**src/rtl/bwg_pkg.sv**
```systemverilog
package bwg_pkg;
  typedef enum logic [1:0] {
    WM_EXT = 2'b00,
    WM_CNT = 2'b01,
    WM_AND = 2'b10,
    WM_OR  = 2'b11
  } wait_mode_e;
endpackage

```
**src/rtl/bwg_cfg_reg.sv**
```systemverilog
module bwg_cfg_reg #(
  parameter int              CNT_W    = 3,
  parameter logic [CNT_W-1:0] RST_CNT = '1,
  parameter logic [1:0]      RST_MODE = 2'b01
) (
  input  logic             clk,
  input  logic             rst,
  input  logic             we,
  input  logic [CNT_W-1:0] wr_count,
  input  logic [1:0]       wr_mode,
  output logic [CNT_W-1:0] count_q,
  output logic [1:0]       mode_q
);
  always_ff @(posedge clk) begin
    if (rst) begin
      count_q <= RST_CNT;
      mode_q  <= RST_MODE;
    end else if (we) begin
      count_q <= wr_count;
      mode_q  <= wr_mode;
    end
  end


  cfg_hold_chk: assert property (@(posedge clk) disable iff (rst)
    !we |=> ($stable(count_q) && $stable(mode_q)));


  cfg_take_chk: assert property (@(posedge clk) disable iff (rst)
    we |=> (count_q == $past(wr_count) && mode_q == $past(wr_mode)));
endmodule

```
**src/rtl/bwg_wait_counter.sv**
```systemverilog
module bwg_wait_counter #(
  parameter int CNT_W = 3
) (
  input  logic             clk,
  input  logic             rst,
  input  logic             load,
  input  logic [CNT_W-1:0] load_val,
  output logic             cnt_rdy_n
);
  localparam logic [CNT_W-1:0] ZERO = '0;
  localparam logic [CNT_W-1:0] ONE  = CNT_W'(1);

  logic [CNT_W-1:0] cnt_q;

  always_ff @(posedge clk) begin
    if (rst)                 cnt_q <= ZERO;
    else if (load)           cnt_q <= load_val;
    else if (cnt_q != ZERO)  cnt_q <= cnt_q - ONE;
  end

  assign cnt_rdy_n = (cnt_q != ZERO);


  cnt_load_chk: assert property (@(posedge clk) disable iff (rst)
    load |=> (cnt_q == $past(load_val)));


  cnt_step_chk: assert property (@(posedge clk) disable iff (rst)
    (!load && cnt_q != ZERO) |=> (cnt_q == $past(cnt_q) - ONE));


  cnt_rest_chk: assert property (@(posedge clk) disable iff (rst)
    (!load && cnt_q == ZERO) |=> (cnt_q == ZERO));
endmodule

```
**src/rtl/bwg_ready_mux.sv**
```systemverilog
module bwg_ready_mux
  import bwg_pkg::*;
(
  input  wait_mode_e mode,
  input  logic       cnt_rdy_n,
  input  logic       ext_rdy_n,
  output logic       rdy_n
);
  always_comb begin
    unique case (mode)
      WM_EXT:  rdy_n = ext_rdy_n;
      WM_CNT:  rdy_n = cnt_rdy_n;
      WM_AND:  rdy_n = cnt_rdy_n | ext_rdy_n;
      default: rdy_n = cnt_rdy_n & ext_rdy_n;
    endcase
  end
endmodule

```
**src/rtl/bus_wait_gen.sv**
```systemverilog
module bus_wait_gen
  import bwg_pkg::*;
#(
  parameter int              CNT_W    = 3,
  parameter logic [CNT_W-1:0] RST_CNT = '1,
  parameter logic [1:0]      RST_MODE = 2'b01
) (
  input  logic             clk,
  input  logic             rst,
  input  logic             acc_start,
  input  logic             ext_rdy_n,
  input  logic             cfg_we,
  input  logic [CNT_W-1:0] cfg_count,
  input  logic [1:0]       cfg_mode,
  output logic             rdy_int_n
);
  logic [CNT_W-1:0] reg_count;
  logic [1:0]       reg_mode;
  logic [1:0]       act_mode_q;
  logic             cnt_rdy_n;

  bwg_cfg_reg #(.CNT_W(CNT_W), .RST_CNT(RST_CNT), .RST_MODE(RST_MODE)) u_cfg (
    .clk      (clk),
    .rst      (rst),
    .we       (cfg_we),
    .wr_count (cfg_count),
    .wr_mode  (cfg_mode),
    .count_q  (reg_count),
    .mode_q   (reg_mode)
  );

  // Mode in force for the running access, captured with the count.
  always_ff @(posedge clk) begin
    if (rst)            act_mode_q <= RST_MODE;
    else if (acc_start) act_mode_q <= reg_mode;
  end

  bwg_wait_counter #(.CNT_W(CNT_W)) u_cnt (
    .clk       (clk),
    .rst       (rst),
    .load      (acc_start),
    .load_val  (reg_count),
    .cnt_rdy_n (cnt_rdy_n)
  );

  bwg_ready_mux u_mux (
    .mode      (wait_mode_e'(act_mode_q)),
    .cnt_rdy_n (cnt_rdy_n),
    .ext_rdy_n (ext_rdy_n),
    .rdy_n     (rdy_int_n)
  );


  zero_wait_chk: assert property (@(posedge clk) disable iff (rst)
    (acc_start && reg_count == '0 && reg_mode == WM_CNT) |=> !rdy_int_n);


  both_block_chk: assert property (@(posedge clk) disable iff (rst)
    (act_mode_q == WM_AND && ext_rdy_n) |-> rdy_int_n);


  either_pass_chk: assert property (@(posedge clk) disable iff (rst)
    (act_mode_q == WM_OR && !ext_rdy_n) |-> !rdy_int_n);


  mode_hold_chk: assert property (@(posedge clk) disable iff (rst)
    !acc_start |=> $stable(act_mode_q));
endmodule

```
**config.mk**
```make
export PLATFORM = sky130hd
export DESIGN_NAME = bus_wait_gen
export DESIGN_NICKNAME = d
export VERILOG_FILES = /design/src/rtl/bwg_pkg.sv /design/src/rtl/bwg_cfg_reg.sv /design/src/rtl/bwg_wait_counter.sv /design/src/rtl/bwg_ready_mux.sv /design/src/rtl/bus_wait_gen.sv
export SDC_FILE = /design/constraint.sdc
export NUM_CORES = 1
export LEC_CHECK = 0
export BUFFER_PORTS_ARGS = -buffer_cell sky130_fd_sc_hd__buf_2
export CAP_MARGIN = 10
export CORE_AREA = 3 3 40 42
export CTS_CLUSTER_DIAMETER = 40
export DETAILED_ROUTE_END_ITERATION = 8
export DIE_AREA = 0 0 43 45
export PLACE_DENSITY = 0.63
export SLEW_MARGIN = 0
export SYNTH_ARGS = -nofsm -noshare
export SYNTH_HDL_FRONTEND = slang
export SYNTH_SLANG_ARGS = --single-unit
```
**constraint.sdc**
```tcl
create_clock -name clk -period 1.7 [get_ports clk]
set_input_delay 0.085 -clock clk [delete_from_list [all_inputs] [get_ports clk]]
set_output_delay 0.085 -clock clk [all_outputs]
set_load 0.01 [all_outputs]
```
==> impl_metrics.ini, run 1 <==
[outcome]
status = complete, no violations

[clocking]
clk_path_buf_depth = 2
post_cts_buffers = 0
path_clk_slew_ns = 0.06
clkSinkCount = 10
cts_buffers = 3
cts_tree = yes
htree_num_levels = 1
hold_buffers = 0
cts_root_buf = clkbuf_4
clk_latency_ns = 0.26
cts_resized = 0

[global_routing]
antenna_found_initial = 0
grt_pass1_vias = 358
busiest_layer = met2
grt_usage = 0.09917
use_met3 = 0.01195
grt_util_met2 = 0.1677
grt_max_degree = 11
met1_usage = 0.1087
overflow = 0
grt_pass1_wl_um = 1386

[setup_path]
worstPathRequired_ns = 1.62
cp.depth = 5
cp_max_fo = 4
crit_type = reg2out
cpPeakStageDelay_ns = 0.34
cp_cell_sequence = inv_1, ha_1, and2b_2, o22ai_1, buf_2
slowest_stage = dfxtp_1
crit_family = flip-flops
crit_path_start_kind = register
reg2reg_slack_ns = 0.41
ff2ff_path_depth = 4
worstPathArrival_ns = 1.43
timing.rr.end = u_cnt.cnt_q[0]$_SDFFE_PP0P_
r2r_start = u_cnt.cnt_q[0]$_SDFFE_PP0P_
endpoint_kind = primary output
path_buf_inv = 2

[drt]
ant_nets = 0
via_count = 364
drtIter0Drc = 5
routed_via_density = 4.727
avgRoutedWirePerCell_um = 10.87
drc = 0
drt-pass1-iter-count = 2
wirelength_um = 837

[floorplanning]
core_area_um2 = 1285
num_rows = 13
die_y_um = 45
io_pins = 11
die_w_um = 43
start_util = 0.3729
die_area_um2 = 1935

[cells_and_area]
fillerInstances = 130
nets = 75
layout_common_cells = 10 x dfxtp_1, 10 x buf_2, 6 x inv_1
area_delta_synth_final_pct = 18.54
post-route-util = 0.4421
drive_gt1_frac = 0.3226
diodes = 0
multiInputGateArea_um2 = 236.5
stdcell_area_um2 = 568.0
ff_latch_area_um2 = 200.2

[place]
placed_area_um2 = 531.8
port-buffer-count = 10
post-dp-hpwl_um = 637
routabilityCongestion = 0.7079

[timing]
tns_ns = 0
finalSetupViolCount = 0
clock_skew_ns = 0.002288
relSlewSlack = 0.8085
slew_violations = 0
hold_viol = 0
fin_crit_sh = 0.8884
hold_ws_ns = 0.03644
clock.fmax_mhz = 662.1
tightest_slew_ns = 0.2867
rsz0062_at_grt = false
min_period_ns = 1.510

[power_and_ir_drop]
peakVddDrop_mv = 0.4858
leakagePower_nw = 0.2657
power_density_nw_per_um2 = 1015
p_total_mw = 0.5765

[synth]
syn-num-nets = 62
ys_ff_latch = 10
yosys_warnings = 0
yosysUniqueCellTypes = 20
ys_seq_area_frac = 0.4178
synthCells = 50
synth_area_per_cell_um2 = 9.584
syn-cell-area_um2 = 479.2

[run]
max_cap_violations = 0

[worst_hold_path]
min-delay-path-class = in2reg
min_path_cells = 3
holdCritStartpoint = cfg_mode[0]
hold_end = u_cfg.mode_q[0]$_SDFFE_PP1P_
==> tightest hold or removal path: cells and delay by family <==
| family | cells | cell delay, ns |
|---|---|---|
| muxes | 1 | 0.05 |
| and+or+nand+nor | 1 | 0.06 |
| buffers and inverters | 1 | 0.07 |
==> Yosys cell counts, drive strengths merged <==
cell type | number | area [µm²]
a2111oi | 2 | 30.03
a21oi | 3 | 15.01
a221oi | 1 | 15.01
and2b | 1 | 8.760
buf | 2 | 16.26
dfxtp | 10 | 200.2
ha | 2 | 25.02
inv | 7 | 26.27
mux2i | 5 | 50.05
nand2 | 5 | 18.77
nand2b | 1 | 6.260
nor2 | 3 | 11.26
nor2b | 1 | 6.260
nor3 | 2 | 10.01
nor3b | 1 | 12.51
o211ai | 2 | 15.01
o22ai | 1 | 6.260
or3 | 1 | 6.260
==> logic make-up (layout without fill, tap and decap cells) <==
| logic type | Yosys count | count (layout) | synth area share |
|---|---|---|---|
| compound gates | 9 | 9 | 0.1697 |
| fa+ha+maj | 2 | 2 | 0.05221 |
| buf+inv | 9 | 21 | 0.08875 |
| flops | 10 | 10 | 0.4178 |
| mux | 5 | 5 | 0.1044 |
| simple gates | 15 | 15 | 0.1671 |
==> through the flow <==
stage	worst slack [ns]	cells
global placement	0.4862	73
global route	0.1002	77
CTS	0.1619	77
detailed placement	0.3994	73
floorplan	0.5351	50
finish	0.1897	77
==> cell type report <==
type	count	area share
Multi-Input combinational cell	31	0.4163
Sequential cell	10	0.3524
Timing Repair Buffer	10	0.08811
Clock buffer	4	0.06388
Inverter	7	0.04626
Tap cell	15	0.03304
==> worst max-delay path by stage <==
stage	start	endpoint	slack (ns)
2_1_floorplan	u_cnt.cnt_q[0]$_SDFFE_PP0P_	u_cnt.cnt_q[2]$_SDFFE_PP0P_	0.54
3_3_place_gp	u_cnt.cnt_q[0]$_SDFFE_PP0P_	u_cnt.cnt_q[2]$_SDFFE_PP0P_	0.49
3_5_place_dp	u_cnt.cnt_q[0]$_SDFFE_PP0P_	u_cnt.cnt_q[0]$_SDFFE_PP0P_	0.40
4_1_cts	u_cnt.cnt_q[0]$_SDFFE_PP0P_	rdy_int_n	0.16
5_1_grt	u_cnt.cnt_q[0]$_SDFFE_PP0P_	rdy_int_n	0.10
6_report	u_cnt.cnt_q[0]$_SDFFE_PP0P_	rdy_int_n	0.19
==> where the power goes <==
group / internal, mW / total, mW / leakage (nW) / switching, mW
registers: 0.253 / 0.262 / 0.0830 / 0.00982
clock network: 0.130 / 0.213 / 0.0210 / 0.0827
logic: 0.0487 / 0.101 / 0.162 / 0.0528
total: 0.431 / 0.577 / 0.266 / 0.145
==> state kept, by name, summed over array words and instances (netlist names) <==
| register | cells |
|---|---|
| u_cfg.count_q | 3 |
| act_mode_q | 2 |
| u_cnt.cnt_q | 3 |
| u_cfg.mode_q | 2 |
==> metal layers <==
metal | wire length [µm] | vias up
met5 | 0 | -
met2 | 421 | 7
met4 | 12 | 0
met1 | 363 | 161
li1 | - | 194
met3 | 39 | 2
Note: power is estimated with default switching activity, not from simulation.
==> run 2: changes to the inputs <==
--- a/config.mk
+++ b/config.mk
@@ -11,7 +11,6 @@
 export CTS_CLUSTER_DIAMETER = 40
 export DETAILED_ROUTE_END_ITERATION = 8
 export DIE_AREA = 0 0 43 45
-export PLACE_DENSITY = 0.63
 export SLEW_MARGIN = 0
 export SYNTH_ARGS = -nofsm -noshare
 export SYNTH_HDL_FRONTEND = slang
==> run 2 against run 1 <==
Final cell count unchanged. Clock-buffer cell count unchanged. Setup slack improved by 0.00056 ns. Sequential power about the same. Critical path depth unchanged. Critical path type unchanged.
==> impl_metrics.ini, run 2 (same netlist as run 1, synthesis figures left out) <==
[clocking]
post_cts_buffers = 0
cts_root_buf = clkbuf_4
clkSinkCount = 10
hold_buffers = 0
cts_resized = 0
clk_latency_ns = 0.26
cts_buffers = 3
cts_tree = yes
htree_num_levels = 1
clk_path_buf_depth = 2
path_clk_slew_ns = 0.07

[global_routing]
grt_max_degree = 11
antenna_found_initial = 0
overflow = 0
grt_pass1_wl_um = 1545
grt_usage = 0.1078
grt_pass1_vias = 378

[place]
dp_slack_ns = 0.4776
post-dp-hpwl_um = 680.1
dp.cells = 73
placed_area_um2 = 531.8
routabilityCongestion = 0.7090
port-buffer-count = 10

[timing]
clock.fmax_mhz = 662.4
fin_ws_ns = 0.1902
slew_violations = 0
tns_ns = 0
rsz0062_at_grt = false
tightest_slew_ns = 0.2339
finalSetupViolCount = 0
min_period_ns = 1.510
clock_skew_ns = 0.002902
relSlewSlack = 0.8429
fin_crit_sh = 0.8881
hold_viol = 0

[floorplanning]
die_y_um = 45
start_util = 0.3729
die_w_um = 43
io_pins = 11
die_area_um2 = 1935
num_rows = 13
core_area_um2 = 1285

[cells_and_area]
area_delta_synth_final_pct = 18.54
drive_gt1_frac = 0.3226
stdcell_area_um2 = 568.0
largestRegisters = u_cfg.count_q x3, u_cnt.cnt_q x3
fillerInstances = 137
layout_common_cells = 10 x dfxtp_1, 10 x buf_2, 6 x inv_1
nets = 75
fin_cells = 77
diodes = 0

[drt]
wirelength_um = 841
ant_nets = 0
drt-pass1-iter-count = 2
drc = 0
routed_via_density = 4.831
via_count = 372
avgRoutedWirePerCell_um = 10.92
drtIter0Drc = 4

[power_and_ir_drop]
p_total_mw = 0.5747
netSwitchingPower_mw = 0.1441
p_seq_frac = 0.456
power_density_nw_per_um2 = 1012
leakagePower_nw = 0.2657
p_clk_frac = 0.369
switching_share = 0.2508
p_int_mw = 0.4306
peakVddDrop_mv = 0.6556
p_comb_frac = 0.175

[worst_hold_path]
min-delay-path-class = in2reg

[setup_path]
worstPathRequired_ns = 1.62
crit_path_start_kind = register
endpoint_kind = primary output
crit_type = reg2out
worstPathArrival_ns = 1.42
cp_max_fo = 4

[outcome]
status = complete, no violations

[run]
max_cap_violations = 0
-- run 2: cell counts in the layout (fill, tap and decap cells not counted) --
Identical to the previous run, type by type.
-- run 2: per-layer routing --
metal,wire (µm),GRT usage,up-vias
li1,-,-,194
met1,361,0.1144,166
met2,432,0.2006,8
met3,33,0.02390,4
met4,13,0.05422,0
met5,0,0,-
-- run 2: final cells by class --
type / count / area, µm² / share of cell area
multi-input cells: 31 / 236.5 / 0.4163
flip-flops and latches: 10 / 200.2 / 0.3524
repair buffers: 10 / 50.05 / 0.08811
clock buffers: 4 / 36.28 / 0.06388
inverters: 7 / 26.28 / 0.04626
well taps: 15 / 18.77 / 0.03304
-- run 2: power by group through the flow --
stage	sequential [mW]	combinational, mW	clock (mW)
floorplan	0.265	0.0781	0
global placement	0.267	0.100	0
detailed placement	0.268	0.102	0
CTS	0.262	0.102	0.219
global route	0.264	0.116	0.227
finish	0.262	0.101	0.212
-- run 2: final timing paths --
kind / slack [ns] / cells after the start / start / to
hold / removal: 0.04 / 3 / cfg_count[2] / u_cfg.count_q[2]$_SDFFE_PP1P_
hold reg to reg: 0.48 / 2 / u_cfg.mode_q[0]$_SDFFE_PP1P_ / u_cfg.mode_q[0]$_SDFFE_PP1P_
setup reg to reg: 0.48 / 5 / u_cnt.cnt_q[0]$_SDFFE_PP0P_ / u_cnt.cnt_q[2]$_SDFFE_PP0P_
setup / recovery: 0.19 / 5 / u_cnt.cnt_q[0]$_SDFFE_PP0P_ / rdy_int_n
-- run 2: stage by stage --
step | utilization | hold WS (ns)
floorplan | - | 0.1512
global placement | 0.4138 | 0.3013
detailed placement | 0.4138 | 0.3028
CTS | 0.4421 | 0.03281
global route | 0.4421 | 0.04035
finish | 0.4421 | 0.03718
-- run 2: critical path, stage by stage (launching register included) --
cell and delay (ns):
dfxtp_1 0.33, inv_1 0.07, ha_1 0.21, and2b_2 0.23
o22ai_1 0.17, buf_2 0.15
